<file path="config.mk">
export PLATFORM = sky130hd
export DESIGN_NAME = guard_timer
export DESIGN_NICKNAME = d
export VERILOG_FILES = /design/src/rtl/guard_timer_pkg.sv /design/src/rtl/gt_prescale.sv /design/src/rtl/gt_counter.sv /design/src/rtl/gt_bus_port.sv /design/src/rtl/guard_timer.sv
export SDC_FILE = /design/constraint.sdc
export NUM_CORES = 1
export LEC_CHECK = 0
export ABC_CLOCK_PERIOD_IN_PS = 2300
export CORE_MARGIN = 4
export CORE_UTILIZATION = 45
export CTS_CLUSTER_DIAMETER = 80
export CTS_CLUSTER_SIZE = 28
export DETAILED_ROUTE_END_ITERATION = 16
export PLACE_DENSITY = 0.69
export SLEW_MARGIN = 40
export SYNTH_ARGS = -nofsm -noshare
export SYNTH_HDL_FRONTEND = slang
export SYNTH_SLANG_ARGS = --single-unit
</file>
<file path="constraint.sdc">
create_clock -name clk -period 2.3 [get_ports clk]
set_input_delay 0.345 -clock clk [delete_from_list [all_inputs] [get_ports clk]]
set_output_delay 0.345 -clock clk [all_outputs]
set_load 0.01 [all_outputs]
</file>
<file path="src/rtl/guard_timer_pkg.sv">
package guard_timer_pkg;

   localparam int SEL_W = 3;
   localparam int SEL_N = 1 << SEL_W;

   // register addresses on the bus port
   localparam logic [1:0] WA_MAIN = 2'd0;
   localparam logic [1:0] WA_RST  = 2'd2;
   localparam logic [1:0] RA_CTL  = 2'd0;
   localparam logic [1:0] RA_CNT  = 2'd1;
   localparam logic [1:0] RA_RST  = 2'd3;

   typedef enum logic [1:0] {
      PH_IDLE = 2'd0,
      PH_WAIT = 2'd1,
      PH_DONE = 2'd2
   } bus_ph_e;

   // log2 of the divide ratio for each clock-select code
   function automatic int tap_shift(input int code);
      case (code)
         0: return 1;
         1: return 6;
         2: return 7;
         3: return 8;
         4: return 9;
         5: return 10;
         6: return 12;
         default: return 13;
      endcase
   endfunction

endpackage

</file>
<file path="src/rtl/gt_prescale.sv">
module gt_prescale
   import guard_timer_pkg::*;
#(
   parameter int PRE_W = 13
) (
   input  logic             clk,
   input  logic             rst_n,
   input  logic             run,
   input  logic [SEL_W-1:0] sel,
   output logic             tick
);

   logic [PRE_W-1:0] pre_q;
   logic [SEL_N-1:0] tap;

   if (PRE_W < tap_shift(SEL_N - 1)) begin : g_bad_width
      $error("gt_prescale: PRE_W too small for the largest ratio");
   end

   always_ff @(posedge clk or negedge rst_n) begin
      if (!rst_n)    pre_q <= '0;
      else if (!run) pre_q <= '0;
      else           pre_q <= pre_q + 1'b1;
   end

   for (genvar g = 0; g < SEL_N; g++) begin : g_tap
      localparam int SH = tap_shift(g);
      assign tap[g] = &pre_q[SH-1:0];
   end

   assign tick = run & tap[sel];

endmodule

</file>
<file path="src/rtl/gt_counter.sv">
module gt_counter #(
   parameter int CNT_W = 8
) (
   input  logic             clk,
   input  logic             rst_n,
   input  logic             tick,
   input  logic             clr,
   input  logic             load,
   input  logic [CNT_W-1:0] load_val,
   output logic [CNT_W-1:0] cnt,
   output logic             wrap
);

   logic [CNT_W-1:0] cnt_q;

   always_ff @(posedge clk or negedge rst_n) begin
      if (!rst_n)    cnt_q <= '0;
      else if (clr)  cnt_q <= '0;
      else if (load) cnt_q <= load_val;
      else if (tick) cnt_q <= cnt_q + 1'b1;
   end

   assign wrap = tick & (&cnt_q) & ~load & ~clr;
   assign cnt  = cnt_q;

endmodule

</file>
<file path="src/rtl/gt_bus_port.sv">
module gt_bus_port
   import guard_timer_pkg::*;
#(
   parameter logic [7:0] KEY_CTL = 8'hA5,
   parameter logic [7:0] KEY_CNT = 8'h5A,
   parameter logic [7:0] KEY_RST = 8'h5A
) (
   input  logic        clk,
   input  logic        rst_n,
   input  logic        sel,
   input  logic        we,
   input  logic        word,
   input  logic [1:0]  addr,
   input  logic [15:0] wdata,
   output logic        ready,
   output logic        wr_ctl,
   output logic        wr_cnt,
   output logic        wr_rst,
   output logic [7:0]  wbyte,
   output logic        rd_ok,
   output logic [1:0]  rd_addr
);

   bus_ph_e     ph_q;
   logic        we_q, word_q;
   logic [1:0]  addr_q;
   logic [15:0] data_q;
   logic        wr_ok;

   always_ff @(posedge clk or negedge rst_n) begin
      if (!rst_n) begin
         ph_q   <= PH_IDLE;
         we_q   <= 1'b0;
         word_q <= 1'b0;
         addr_q <= '0;
         data_q <= '0;
      end else begin
         case (ph_q)
            PH_IDLE: if (sel) begin
               ph_q   <= PH_WAIT;
               we_q   <= we;
               word_q <= word;
               addr_q <= addr;
               data_q <= wdata;
            end
            PH_WAIT: ph_q <= PH_DONE;
            default: ph_q <= PH_IDLE;
         endcase
      end
   end

   assign ready   = (ph_q == PH_DONE);
   assign wr_ok   = ready & we_q & word_q;
   assign wr_ctl  = wr_ok & (addr_q == WA_MAIN) & (data_q[15:8] == KEY_CTL);
   assign wr_cnt  = wr_ok & (addr_q == WA_MAIN) & (data_q[15:8] == KEY_CNT);
   assign wr_rst  = wr_ok & (addr_q == WA_RST)  & (data_q[15:8] == KEY_RST);
   assign wbyte   = data_q[7:0];
   assign rd_ok   = ~we_q & ~word_q;
   assign rd_addr = addr_q;

endmodule

</file>
<file path="src/rtl/guard_timer.sv">
module guard_timer
   import guard_timer_pkg::*;
#(
   parameter int         CNT_W     = 8,
   parameter int         PRE_W     = 13,
   parameter int         PULSE_LEN = 8,
   parameter logic [7:0] KEY_CTL   = 8'hA5,
   parameter logic [7:0] KEY_CNT   = 8'h5A,
   parameter logic [7:0] KEY_RST   = 8'h5A
) (
   input  logic        clk,
   input  logic        rst_n,
   input  logic        bus_sel,
   input  logic        bus_we,
   input  logic        bus_word,
   input  logic [1:0]  bus_addr,
   input  logic [15:0] bus_wdata,
   output logic        bus_ready,
   output logic [7:0]  bus_rdata,
   output logic        wd_over,
   output logic        rst_req,
   output logic        tick_irq
);

   localparam int PW = $clog2(PULSE_LEN + 1);

   if (CNT_W != 8) begin : g_bad_cnt
      $error("guard_timer: counter must be one byte wide");
   end
   if (PULSE_LEN < 1) begin : g_bad_pulse
      $error("guard_timer: PULSE_LEN must be at least 1");
   end
   if (KEY_CTL == KEY_CNT) begin : g_bad_key
      $error("guard_timer: control and counter keys must differ");
   end

   logic             bp_ready, wr_ctl, wr_cnt, wr_rst, rd_ok;
   logic [7:0]       wbyte;
   logic [1:0]       rd_addr;
   logic             iflag_q, mode_q, csr_en_q;
   logic [SEL_W-1:0] cks_q;
   logic             wflag_q, rst_en_q, req_q;
   logic [PW-1:0]    pulse_q;
   logic             tick, wrap, wd_wrap, iv_wrap;
   logic [CNT_W-1:0] cnt_val;
   logic [7:0]       ctl_view, rst_view, rd_mux;

   gt_bus_port #(.KEY_CTL(KEY_CTL), .KEY_CNT(KEY_CNT), .KEY_RST(KEY_RST)) u_port (
      .clk(clk), .rst_n(rst_n), .sel(bus_sel), .we(bus_we), .word(bus_word),
      .addr(bus_addr), .wdata(bus_wdata), .ready(bp_ready), .wr_ctl(wr_ctl),
      .wr_cnt(wr_cnt), .wr_rst(wr_rst), .wbyte(wbyte), .rd_ok(rd_ok),
      .rd_addr(rd_addr)
   );

   gt_prescale #(.PRE_W(PRE_W)) u_pre (
      .clk(clk), .rst_n(rst_n), .run(csr_en_q), .sel(cks_q), .tick(tick)
   );

   gt_counter #(.CNT_W(CNT_W)) u_cnt (
      .clk(clk), .rst_n(rst_n), .tick(tick),
      .clr(wr_ctl & ~wbyte[5]), .load(wr_cnt), .load_val(wbyte),
      .cnt(cnt_val), .wrap(wrap)
   );

   assign wd_wrap = wrap & mode_q;
   assign iv_wrap = wrap & ~mode_q;

   // control register
   always_ff @(posedge clk or negedge rst_n) begin
      if (!rst_n) begin
         iflag_q  <= 1'b0;
         mode_q   <= 1'b0;
         csr_en_q <= 1'b0;
         cks_q    <= '0;
      end else begin
         if (iv_wrap)                 iflag_q <= 1'b1;
         else if (wr_ctl & ~wbyte[7]) iflag_q <= 1'b0;
         if (wr_ctl) begin
            mode_q   <= wbyte[6];
            csr_en_q <= wbyte[5];
            cks_q    <= wbyte[SEL_W-1:0];
         end
      end
   end

   // reset-status register and overflow pulse
   always_ff @(posedge clk or negedge rst_n) begin
      if (!rst_n) begin
         wflag_q  <= 1'b0;
         rst_en_q <= 1'b0;
         req_q    <= 1'b0;
         pulse_q  <= '0;
      end else begin
         if (wd_wrap)                 wflag_q <= 1'b1;
         else if (wr_rst & ~wbyte[7]) wflag_q <= 1'b0;
         if (wr_rst) rst_en_q <= wbyte[6];
         if (wd_wrap) begin
            pulse_q <= PW'(PULSE_LEN);
            req_q   <= rst_en_q;
         end else if (pulse_q != '0) begin
            pulse_q <= pulse_q - 1'b1;
         end
      end
   end

   assign ctl_view = {iflag_q, mode_q, csr_en_q, 2'b11, cks_q};
   assign rst_view = {wflag_q, rst_en_q, 1'b0, 5'h1F};

   always_comb begin
      rd_mux = 8'h00;
      if (bp_ready && rd_ok) begin
         case (rd_addr)
            RA_CTL:  rd_mux = ctl_view;
            RA_CNT:  rd_mux = cnt_val;
            RA_RST:  rd_mux = rst_view;
            default: rd_mux = 8'h00;
         endcase
      end
   end

   assign bus_ready = bp_ready;
   assign bus_rdata = rd_mux;
   assign wd_over   = (pulse_q != '0);
   assign rst_req   = req_q & (pulse_q != '0);
   assign tick_irq  = iflag_q;

endmodule

</file>
# == Word level (Yosys, flattened, before mapping) ==
# Cells that the tools add are included.
# word_totals
wordCells,85
output_inout_bits,12
reg_bits,56
inputBits,23
# classes
n_mux,16
n_addsub,3
bitwise,25
n_lt_le_gt_ge,1
n_eq_ne,8
n_reduce_logical,17
# op_table
cell,n
8-bit two-way mux,4
8-bit case mux with 3 select lines,1
1-bit AND,18
8-bit AND reduction,2
"13-bit by 1-bit adder with 13-bit output, second input constant",1
13-bit two-way mux,1
13-bit AND reduction,1
12-bit AND reduction,1
10-bit AND reduction,1
9-bit AND reduction,1
"8-bit by 1-bit adder with 8-bit output, second input constant",1
"8-bit by 7-bit equality test with 1-bit output, second input constant",1
"8-bit equality test, second input constant",1
4-bit two-way mux,2
1-bit NOT,7
7-bit AND reduction,1
"2-bit equality test, second input constant",3
6-bit AND reduction,1
2-bit nonzero test,3
1-bit two-way mux,5
"2-bit by 1-bit equality test with 1-bit output, second input constant",2
2-bit logical NOT,2
"3-bit by 4-bit less-than comparator with 1-bit output, second input constant",1
2-bit case mux with 2 select lines,1
8 further kinds,8

# == Logic depth before layout (Yosys ltp) ==
# Gate-level depths: netlist (run 1).
# logic_depth
depth_word,10
mapped_depth,10
mapped_depth_nobuf,10

# == Hierarchy ==
# A second synthesis (run 1) with hierarchy kept.
# unflattened
hier_cells,259
area_unflattened_um2,2917.8
# modules_own_cells
mod,cells_each,instances,seq_area_each_um2,area_each_um2
gt_bus_port,66,1,550.5,987.2
guard_timer,73,1,325.3,748.2
gt_prescale,69,1,325.3,716.9
gt_counter,51,1,200.2,465.4

# == Worst setup path after synthesis (run 1) ==
# Ideal clock, no wire load.
# synth_path
kind,flip-flop to flip-flop
startpoint,register u_pre.pre_q[0]
endpoint,register req_q
n_path_buf,0
synth_period_minus_slack_ns,2.162
stages_incl_launch_ff,11
slack_ns,0.138
arrival_ns,2.034
setup_ns,0.128
required_time_ns,2.172
path_cell_list,dfrtp_1 -> ha_1 -> and4_4 -> nand4_4 -> inv_1 -> ha_1 -> nand2_1 -> o211a_4 -> nor2_2 -> nand3_1 -> mux2_1
# synth_via
elab_chain_cells,8
word_cells_on_any_way,14
cone_classes,2 x mux; 5 x bitwise; 7 x reduce/logical
# synth_lines
item,line,rtl
from (decl),gt_prescale.sv:13,logic [PRE_W-1:0] pre_q;
from (signal assigned),gt_prescale.sv:23,else pre_q <= pre_q + 1'b1;
"13-bit AND reduction, or another cell as far along",gt_prescale.sv:28,assign tap[g] = &pre_q[SH-1:0];
1-bit binary-select mux with 3-bit select *,gt_prescale.sv:31,assign tick = run & tap[sel];
1-bit two-way mux (not written as such) *,gt_prescale.sv:31,
1-bit AND *,gt_prescale.sv:31,
1-bit AND * (3 in series),gt_counter.sv:23,assign wrap = tick & (&cnt_q) & ~load & ~clr;
1-bit AND *,guard_timer.sv:65,assign wd_wrap = wrap & mode_q;
to (signal assigned),guard_timer.sv:99,req_q <= rst_en_q;
to (decl),guard_timer.sv:42,"logic wflag_q, rst_en_q, req_q;"
# Mark *: on every way between the ends. The rest lies on a longest branch, timed or not. The select of a mux whose other input is x is not followed.
# A chain may end at the register's enable or synchronous reset.

# == Worst setup path in the final report (run 1) ==
# layout_path
startpoint,register u_port.addr_q[0] (netlist: u_port.rd_addr[0])
endpoint,output port bus_rdata[1]
# layout_via
elab_chain_cells,3
word_cells_on_any_way,5
cone_classes,2 x eq/ne; 2 x mux; 1 x reduce/logical
# layout_lines
item,line,rtl
from (decl),gt_bus_port.sv:26,logic [1:0] addr_q;
from (signal assigned),gt_bus_port.sv:43,addr_q <= addr;
"2-bit equality test, or another cell as far along",guard_timer.sv:112,case (rd_addr)
8-bit case mux with 3 select lines *,guard_timer.sv:112,
8-bit two-way mux *,guard_timer.sv:111,if (bp_ready && rd_ok) begin
to (decl),guard_timer.sv:19,"output logic [7:0] bus_rdata,"
# Mark *: on every way between the ends. The rest lies on a longest branch, timed or not.

==> results.toml, run 1 <==
[status]
status = "finished, final reports clean"

[critical_path]
critical_path_buf_inv_count = 2
required_ps = 1960
cp_top_family = "buffers and inverters"
path_class = "register to output port"
path_cells = "buf_4, nor2_2, nand2_1, a21oi_2, clkdlybuf4s50_1"
critPathArrivalTime_ps = 1840
cp_max_fo = 5
crit_path_end_kind = "output port"
crit_slowest_cell = "clkdlybuf4s50_1"
crit_path_max_incr_delay_ps = 550
startpoint_type = "register"

[floorplanning]
die_h_um = 86.74
rows = 28
initial_core_util_pct = 46.85
io_pins = 35
core-area_mm2 = 0.005956
fp.dieW_um = 86.74
die-area_mm2 = 0.007524

[synth]
ys_warn_count = 0
yosysTopAreaCellShare_pct = 50.22
synth_cells = 255
yosys-top-cells-area = "dfrtp_1 (50%), mux2_2 (10%), nor2_1 (4.3%)"
syn-num-nets = 282
yosys-top-cells-count = "dfrtp_1 (56), nor2_1 (32), mux2_2 (26), nand2_1 (15), xnor2_1 (12)"
synth_flop_cell = "dfrtp_1"
synth_top_area_cell = "dfrtp_1"
synth_edf_count = 0
ys_ff_latch = 56
avgSynthCellArea_um2 = 10.94
netlist_area_mm2 = 0.002790
yosysSeqAreaShare_pct = 50.22
synthArstFlopShare_pct = 100.0
ys_types = 46
synth_most_common_cell = "dfrtp_1"

[global_route]
grt_max_degree = 28
globalRouteTotalUtil_pct = 16.86
overflow = 0
grt_pass1_vias = 2135
antenna_found_initial = 0
grt_pass1_wl_um = 10060

[clocking]
cts.htree.levels = 2
path_clk_slew_ps = 110
cts_tree = "done"
cts.path.max_buffers = 2
clock_latency_ps = 320
root_buffer = "clkbuf_8"
clock-sinks = 56
cts_made_buffers = 5

[placed_design]
placed_cell_area_mm2 = 0.003287
gp_congestion = 0.8326
portBuffers = 34
place_inst = 370
hpwl_um = 4233

[finish]
final_cell_area_mm2 = 0.003490
postLayoutCoreUtil_pct = 58.59
fin_nets = 334
diodes = 0
drive_gt1_share_pct = 24.68
area_growth_pct = 25.07
fin_cells = 383

[worst_hold_path]
hold_path.class = "primary input to asynchronous set/reset pin"

[power_and_ir_drop]
power_frac_seq_pct = 56.4
clockPowerShare_pct = 27.4
combinationalPowerShare_pct = 16.2
internal_power_mw = 1.509
swShare_pct = 27.38
peakVddDrop_mv = 0.4321
switching_power_mw = 0.5690
powerDensity_mw_per_mm2 = 595.5
power_leakage_nw = 1.539

[timing]
timing_worst_slew_pin_value_ps = 582.9
hold_viol_final = 0
fin_setup_tns_ps = 0
period_needed_ps = 2190
skew_ps = 14.15
period_share_pct = 95.21
slew_headroom_pct = 61.14
fmax_mhz = 456.7
finalSetupViolCount = 0
maxSlewViolCount = 0
hold_slack_ps = 9.889

[drt]
drtIter0Drc = 91
ant_nets = 0
viasPerCell = 5.436
drtPass1Iterations = 4
drt-total-wl_um = 5763
wire_per_inst_um = 15.05
drc = 0
num_vias = 2082

[job]
drv_cap = 0
## per-stage QoR
stage          worst slack, ps  power [mW]
2_1_floorplan            138.4       1.354
3_3_place_gp             177.0       1.489
3_5_place_dp             53.04       1.499
4_1_cts                  1.658       2.080
5_1_grt                 -25.19       2.201
6_report                 110.2       2.078
## logic make-up after synthesis
| family | after synthesis | synth area share [%] |
|---|---|---|
| flip-flops | 56 | 50.22 |
| XOR/XNOR | 17 | 5.336 |
| AO/OA/AOI/OAI | 35 | 7.982 |
| buffers and inverters | 12 | 1.928 |
| adder cells (fa/ha/maj) | 4 | 1.794 |
| AND/OR/NAND/NOR | 100 | 20.40 |
| multiplexers | 31 | 12.33 |
## final timing paths
path	to	slack (ps)	cells past startpoint	start
hold / removal	u_port.data_q[2]	10	1	rst_n
setup reg to reg	req_q	150	10	u_pre.pre_q[0]
hold reg to reg	req_q	490	1	req_q
min in group clk	req_q	490	1	req_q
setup / recovery	bus_rdata[1]	110	5	u_port.rd_addr[0]
max in group asynchronous	u_cnt.cnt[7]	1630	2	rst_n
## cell usage in the layout (no fill, tap or decap), types with 3 or more instances in the layout
master | Yosys | final
dfrtp_2 | 0 | 3
nand3_1 | 9 | 9
dlymetal6s2s_1 | 1 | 3
clkbuf_8 | 0 | 5
buf_4 | 0 | 18
a211oi_1 | 4 | 4
xnor2_1 | 12 | 12
nor3_1 | 5 | 5
and3_1 | 7 | 7
mux2_2 | 26 | 26
nor2_1 | 32 | 29
nand2_1 | 15 | 14
o22ai_1 | 3 | 3
inv_1 | 5 | 5
o21ai_0 | 8 | 8
a21oi_1 | 11 | 10
mux2i_1 | 4 | 4
nor2_2 | 1 | 4
ha_1 | 4 | 3
xor2_1 | 5 | 5
nor2b_1 | 5 | 4
nor3b_2 | 1 | 3
clkdlybuf4s50_1 | 0 | 30
dfrtp_1 | 56 | 53
## layer usage
layer | track usage, % | vias to the layer above | wire length, µm | part of all wire, %
li1 | - | 1016 | - | -
met1 | 24.02 | 1005 | 2716 | 47
met2 | 25.66 | 50 | 2690 | 47
met3 | 3.422 | 11 | 249 | 4.3
met4 | 5.807 | 0 | 107 | 1.9
met5 | 0 | - | 0 | 0
## worst register-to-register path, stage by stage, from the launching register on
cell	delay, ps
dfrtp_2	420
ha_4	160
and4_4	260
nand4_4	110
inv_1	110
ha_1	150
nand2_1	60
o211a_4	180
nor2_2	120
nand3_1	130
mux2_1	330
## power by group through the flow
stage | logic [mW] | clock network [mW] | registers (mW)
2_1_floorplan | 0.199 | 0 | 1.15
3_3_place_gp | 0.299 | 0 | 1.19
3_5_place_dp | 0.306 | 0 | 1.19
4_1_cts | 0.309 | 0.597 | 1.17
5_1_grt | 0.370 | 0.640 | 1.19
6_report | 0.337 | 0.569 | 1.17
## registers in the layout (all words and copies together) (netlist names)
name / flops
u_pre.pre_q: 13
u_cnt.cnt: 8
u_port.data_q: 16
u_port.word_q: 1
req_q: 1
u_port.we_q: 1
cks_q: 3
wflag_q: 1
u_port.ph_q: 2
u_port.rd_addr: 2
tick_irq: 1
mode_q: 1
pulse_q: 4
rst_en_q: 1
csr_en_q: 1
## layout make-up
| cell class | instances | area [µm²] |
|---|---|---|
| fill | 518 | 2466 |
| sequential | 56 | 1405 |
| multi-input combinational | 187 | 1399 |
| timing repair buffer | 52 | 478.0 |
| tap | 75 | 93.84 |
| clock buffer | 5 | 68.82 |
| clock inverter | 3 | 26.28 |
| inverter | 5 | 18.77 |
## timing repair
item                                    in CTS  in global routing
pin swaps                                    0                  0
endpoints found under the hold margin        0                  0
gates resized for setup                      2                 17
endpoints found under the setup margin       4                 14
hold buffers                                 0                  0
buffers inserted                             0                  5
No activity file was read; power rests on OpenSTA's default activity.
==> run 2, diff against run 1 <==
--- a/config.mk
+++ b/config.mk
@@ -6,13 +6,15 @@
 export NUM_CORES = 1
 export LEC_CHECK = 0
 export ABC_CLOCK_PERIOD_IN_PS = 2300
+export CELL_PAD_IN_SITES_DETAIL_PLACEMENT = 1
+export CELL_PAD_IN_SITES_GLOBAL_PLACEMENT = 1
 export CORE_MARGIN = 4
-export CORE_UTILIZATION = 45
+export CORE_UTILIZATION = 39
 export CTS_CLUSTER_DIAMETER = 80
 export CTS_CLUSTER_SIZE = 28
 export DETAILED_ROUTE_END_ITERATION = 16
-export PLACE_DENSITY = 0.69
-export SLEW_MARGIN = 40
+export PLACE_DENSITY = 0.81
+export SLEW_MARGIN = 20
 export SYNTH_ARGS = -nofsm -noshare
 export SYNTH_HDL_FRONTEND = slang
 export SYNTH_SLANG_ARGS = --single-unit
==> run 2 against run 1 <==
  * Count of clock-buffer cells in the layout rose by 1
  * Utilization is 7.7 points lower
  * First-iteration DRC count up 2.2%
  * Non-clock buffer count shrank 1
  * Highest routed layer unchanged
  * Total power is 0.39% lower
  * Register-to-register slack got worse by 20 ps
  * Final cell count increased by 5.2%
  * Hold slack improved by 130 ps
  * Global-route usage down 0.46 points
  * Maximum frequency decreased by 1.6%
  * Largest cell class unchanged
  * Clock power is 3% lower
==> results.toml, run 2 (synthesis gave the netlist of run 1 again) <==
[power_and_ir_drop]
internal_power_mw = 1.493
clockPowerShare_pct = 26.7
switching_power_mw = 0.5769
power_frac_seq_pct = 56.9
combinationalPowerShare_pct = 16.4
powerDensity_mw_per_mm2 = 592.1
power_leakage_nw = 1.528
peakVddDrop_mv = 0.3726
swShare_pct = 27.87

[drt]
drc = 0
drtIter0Drc = 93
ant_nets = 0
num_vias = 2153
viasPerCell = 5.342
wire_per_inst_um = 16.84
drtPass1Iterations = 4
drt-total-wl_um = 6787

[timing]
fin_setup_tns_ps = 0
fmax_mhz = 449.5
timing_worst_slew_pin_value_ps = 712.8
maxSlewViolCount = 0
period_share_pct = 96.72
hold_viol_final = 0
period_needed_ps = 2225
slew_headroom_pct = 52.48
skew_ps = 12.30
rsz0062_at_grt = "yes"
finalSetupViolCount = 0

[finish]
mostFrequentLayoutCells = "dfrtp_1 (55), clkdlybuf4s50_1 (30), nor2_1 (29)"
fin_nets = 333
area_growth_pct = 25.29
diodes = 0
fillers = 750
top_register = "u_port.data_q"
fin_cells = 403
final_common_cell = "dfrtp_1"
postLayoutCoreUtil_pct = 50.89
largest_register_ff_count = 16
drive_gt1_share_pct = 23.45

[critical_path]
cp_max_fo = 7
critPathArrivalTime_ps = 1880
startpoint_type = "register"
path_class = "register to output port"
crit_path_end_kind = "output port"
required_ps = 1960

[global_route]
overflow = 0
grt_pass1_vias = 2304
met3_usage_pct = 3.006
grt_pass1_wl_um = 11210
antenna_found_initial = 0
met2_usage_pct = 29.00
grt-busiest-layer = "met2"
grt_max_degree = 57
global_route.usage.met1_pct = 20.30
globalRouteTotalUtil_pct = 16.40

[placed_design]
portBuffers = 34
gp_congestion = 0.7935
place_inst = 390
hpwl_um = 4901

[floorplanning]
core-area_mm2 = 0.006869
rows = 30
initial_core_util_pct = 40.62
die_h_um = 92.59
fp.dieW_um = 92.59
io_pins = 35
die-area_mm2 = 0.008572

[clocking]
clock-sinks = 56
path_clk_slew_ps = 110
cts_made_buffers = 5
cts.path.max_buffers = 2
cts_tree = "done"
cts.htree.levels = 2
clock_latency_ps = 320
root_buffer = "clkbuf_8"
cts_hold_buf = 0

[job]
drv_cap = 0

[status]
status = "finished, final reports clean"

[worst_hold_path]
hold_path.class = "primary input to asynchronous set/reset pin"
==> run 2: timing repair <==
action                     CTS  global route
setup endpoints to repair    7            17
setup buffers                1             4
pin swaps                    0             1
hold endpoints to repair     0             0
resized for setup            6            12
==> run 2: worst paths after layout <==
check / from / endpoint / slack [ps] / depth (start not counted)
min reg2reg: req_q / req_q / 520 / 1
max in group asynchronous: rst_n / u_port.ph_q[0] / 1650 / 2
min in group clk: req_q / req_q / 520 / 1
max: u_port.rd_addr[1] / bus_rdata[1] / 80 / 4
min: rst_n / u_port.data_q[2] / 140 / 2
max reg2reg: u_pre.pre_q[0] / req_q / 130 / 10
==> run 2: layer usage <==
layer	up-vias	part of all wire, %
li1	1004	-
met1	1103	42
met2	32	53
met3	14	2.4
met4	0	1.8
met5	-	0
==> run 2: final cells by class <==
cell class,instances,area [µm²],share of cell area [%]
clock buffer,6,72.57,2.076
clock inverter,2,16.27,0.4653
inverter,5,18.77,0.5369
multi-input combinational,187,1395,39.91
sequential,56,1403,40.12
tap,96,120.1,3.436
timing repair buffer,51,470.5,13.46
==> run 2: worst max-delay path, stage by stage, from the launching register on <==
cell and delay [ps]:
dfrtp_1 410, nor2_2 310, nand2_1 110, a21oi_1 170
clkdlybuf4s50_1 560
==> run 2: power by group through the flow <==
stage	combinational [mW]	clock [mW]	sequential, mW
5_1_grt	0.373	0.607	1.19
3_3_place_gp	0.309	0	1.18
2_1_floorplan	0.199	0	1.15
3_5_place_dp	0.321	0	1.19
6_report	0.340	0.552	1.18
4_1_cts	0.332	0.564	1.17
==> run 2: through the flow <==
| stage | power [mW] | area (µm²) | setup slack (ps) | hold slack [ps] |
|---|---|---|---|---|
| floorplan | 1.354 | 2790 | 138.4 | 49.41 |
| global placement | 1.489 | 3306 | 158.2 | 477.9 |
| detailed placement | 1.509 | 3306 | 16.74 | 479.6 |
| CTS | 2.066 | 3422 | 7.973 | 179.6 |
| global route | 2.172 | 3496 | -44.74 | 209.6 |
| finish | 2.070 | 3496 | 75.45 | 143.2 |
==> run 3, diff against run 2 <==
--- a/config.mk
+++ b/config.mk
@@ -5,15 +5,15 @@
 export SDC_FILE = /design/constraint.sdc
 export NUM_CORES = 1
 export LEC_CHECK = 0
-export ABC_CLOCK_PERIOD_IN_PS = 2300
+export ABC_CLOCK_PERIOD_IN_PS = 2600
 export CELL_PAD_IN_SITES_DETAIL_PLACEMENT = 1
 export CELL_PAD_IN_SITES_GLOBAL_PLACEMENT = 1
 export CORE_MARGIN = 4
-export CORE_UTILIZATION = 39
+export CORE_UTILIZATION = 45
 export CTS_CLUSTER_DIAMETER = 80
 export CTS_CLUSTER_SIZE = 28
 export DETAILED_ROUTE_END_ITERATION = 16
-export PLACE_DENSITY = 0.81
+export PLACE_DENSITY = 0.87
 export SLEW_MARGIN = 20
 export SYNTH_ARGS = -nofsm -noshare
 export SYNTH_HDL_FRONTEND = slang
==> constraint.sdc (replaced) <==
create_clock -name clk -period 2.6 [get_ports clk]
set_input_delay 0.39 -clock clk [delete_from_list [all_inputs] [get_ports clk]]
set_output_delay 0.39 -clock clk [all_outputs]
set_load 0.01 [all_outputs]
==> run 3 against run 2 <==
  * Via count grew 3.8%
  * Utilization grew 6.4 points
  * Combinational power shrank 17%
  * Register-to-register slack gained 40 ps
  * First-iteration DRC count grew 38%
  * Critical path depth grew 2
  * Clock power grew 16%
  * Sequential share of layout area grew 1.0 points
  * Final cell count shrank 6.5%
==> results.toml, run 3 (synthesis gave the netlist of run 1 again) <==
[clocking]
cts.path.max_buffers = 2
root_buffer = "clkbuf_8"
cts.htree.levels = 2
cts_made_buffers = 5
clock_latency_ps = 320
clock-sinks = 56
postCtsSetupBuffers = 0
cts_tree = "done"
path_clk_slew_ps = 100

[floorplanning]
io_pins = 35
rows = 28
die-area_mm2 = 0.007524
initial_core_util_pct = 46.85
fp.dieW_um = 86.74
core-area_mm2 = 0.005956
die_h_um = 86.74

[worst_hold_path]
hold_path.class = "primary input to asynchronous set/reset pin"

[power_and_ir_drop]
internal_power_mw = 1.461
power_frac_seq_pct = 53.7
powerDensity_mw_per_mm2 = 584.0
clockPowerShare_pct = 32.1
swShare_pct = 26.75
peakVddDrop_mv = 0.3657
combinationalPowerShare_pct = 14.2
switching_power_mw = 0.5333
power_leakage_nw = 1.457

[timing]
fin_setup_tns_ps = 0
finalSetupViolCount = 0
skew_ps = 8.213
setup_ws_ps = 114.9
timing_worst_slew_pin_value_ps = 791.2
slew_headroom_pct = 47.26
maxSlewViolCount = 0
period_share_pct = 95.58
fmax_mhz = 402.4
rsz0062_at_grt = "no"
hold_slack_ps = 150.1
hold_viol_final = 0
period_needed_ps = 2485

[global_route]
overflow = 0
antenna_found_initial = 0
grt_max_degree = 37
globalRouteTotalUtil_pct = 22.50
grt_pass1_wl_um = 13060
grt_pass1_vias = 2451

[critical_path]
critPathArrivalTime_ps = 2100
crit_path_end_kind = "output port"
required_ps = 2210
cp_max_fo = 7
path_class = "register to output port"
startpoint_type = "register"

[finish]
regArea_mm2 = 0.001405
fin_nets = 328
top_register = "u_port.data_q"
largest_register_ff_count = 16
diodes = 0
final_common_cell = "dfrtp_1"
fillers = 640
multi_input_area_mm2 = 0.001345
area_growth_pct = 22.38
drive_gt1_share_pct = 20.86
mostFrequentLayoutCells = "dfrtp_1 (53), clkdlybuf4s50_1 (33), nor2_1 (32)"

[status]
status = "finished, final reports clean"

[drt]
drtIter0Drc = 128
wire_per_inst_um = 21.03
drc = 0
drtPass1Iterations = 4
viasPerCell = 5.926
drt-total-wl_um = 7929
ant_nets = 0
num_vias = 2234

[placed_design]
pre_cts_ws_ps = 220.3
gp_congestion = 0.8402
portBuffers = 34
hpwl_um = 5349

[job]
drv_cap = 0
-- run 3: path summary, 6_finish.rpt --
| check | from | to | slack, ps | cells after the start |
|---|---|---|---|---|
| worst max-delay path | u_port.rd_addr[0] | bus_rdata[6] | 110 | 6 |
| worst min-delay path | rst_n | u_port.data_q[2] | 150 | 1 |
| worst max register to register | u_pre.pre_q[0] | req_q | 170 | 10 |
| worst min register to register | u_port.ph_q[1] | u_port.ph_q[1] | 520 | 1 |
| max in group asynchronous | rst_n | u_pre.pre_q[0] | 1770 | 2 |
| min in group clk | u_port.ph_q[1] | u_port.ph_q[1] | 520 | 1 |
-- run 3: per-layer routing --
metal | GRT usage, % | vias up | share of wire [%]
met5 | 0 | - | 0
met4 | 6.657 | 0 | 3.2
met3 | 4.753 | 25 | 4.9
met2 | 41.03 | 80 | 53
met1 | 26.44 | 1136 | 39
li1 | - | 993 | -
-- run 3: area by class of cell --
class / instances / area share (%)
sequential: 56 / 41.15
multi-input combinational: 187 / 39.39
timing repair buffer: 46 / 12.46
clock buffer: 7 / 2.822
tap: 75 / 2.748
clock inverter: 1 / 0.8794
inverter: 5 / 0.5497
-- run 3: worst max-delay path, cell delays in order, from the launching register on --
cell and delay (ps):
dfrtp_1 510, buf_4 220, mux2i_1 250, nor2_1 70, a31oi_1 170, nor2_1 60, clkdlybuf4s50_1 490
-- run 3: timing repair --
item                       4_1_cts  5_1_grt
setup endpoints to repair        3        4
resized for setup                1        4
pin swaps                        0        0
hold buffers                     0        0
-- run 3: per-stage QoR --
step	instances	power (mW)	cell area [µm²]	util (%)
floorplan	255	1.198	2790	-
global placement	369	1.317	3279	55.06
detailed placement	369	1.345	3279	55.06
CTS	377	2.000	3408	57.23
global route	377	2.078	3415	57.33
finish	377	1.994	3415	57.33
-- run 3: power groups by stage --
stage               clock network (mW)  registers, mW  logic, mW
detailed placement                   0           1.07      0.273
finish                           0.640           1.07      0.283
global route                     0.692           1.08      0.305
global placement                     0           1.06      0.254
CTS                              0.651           1.06      0.285
floorplan                            0           1.02      0.176
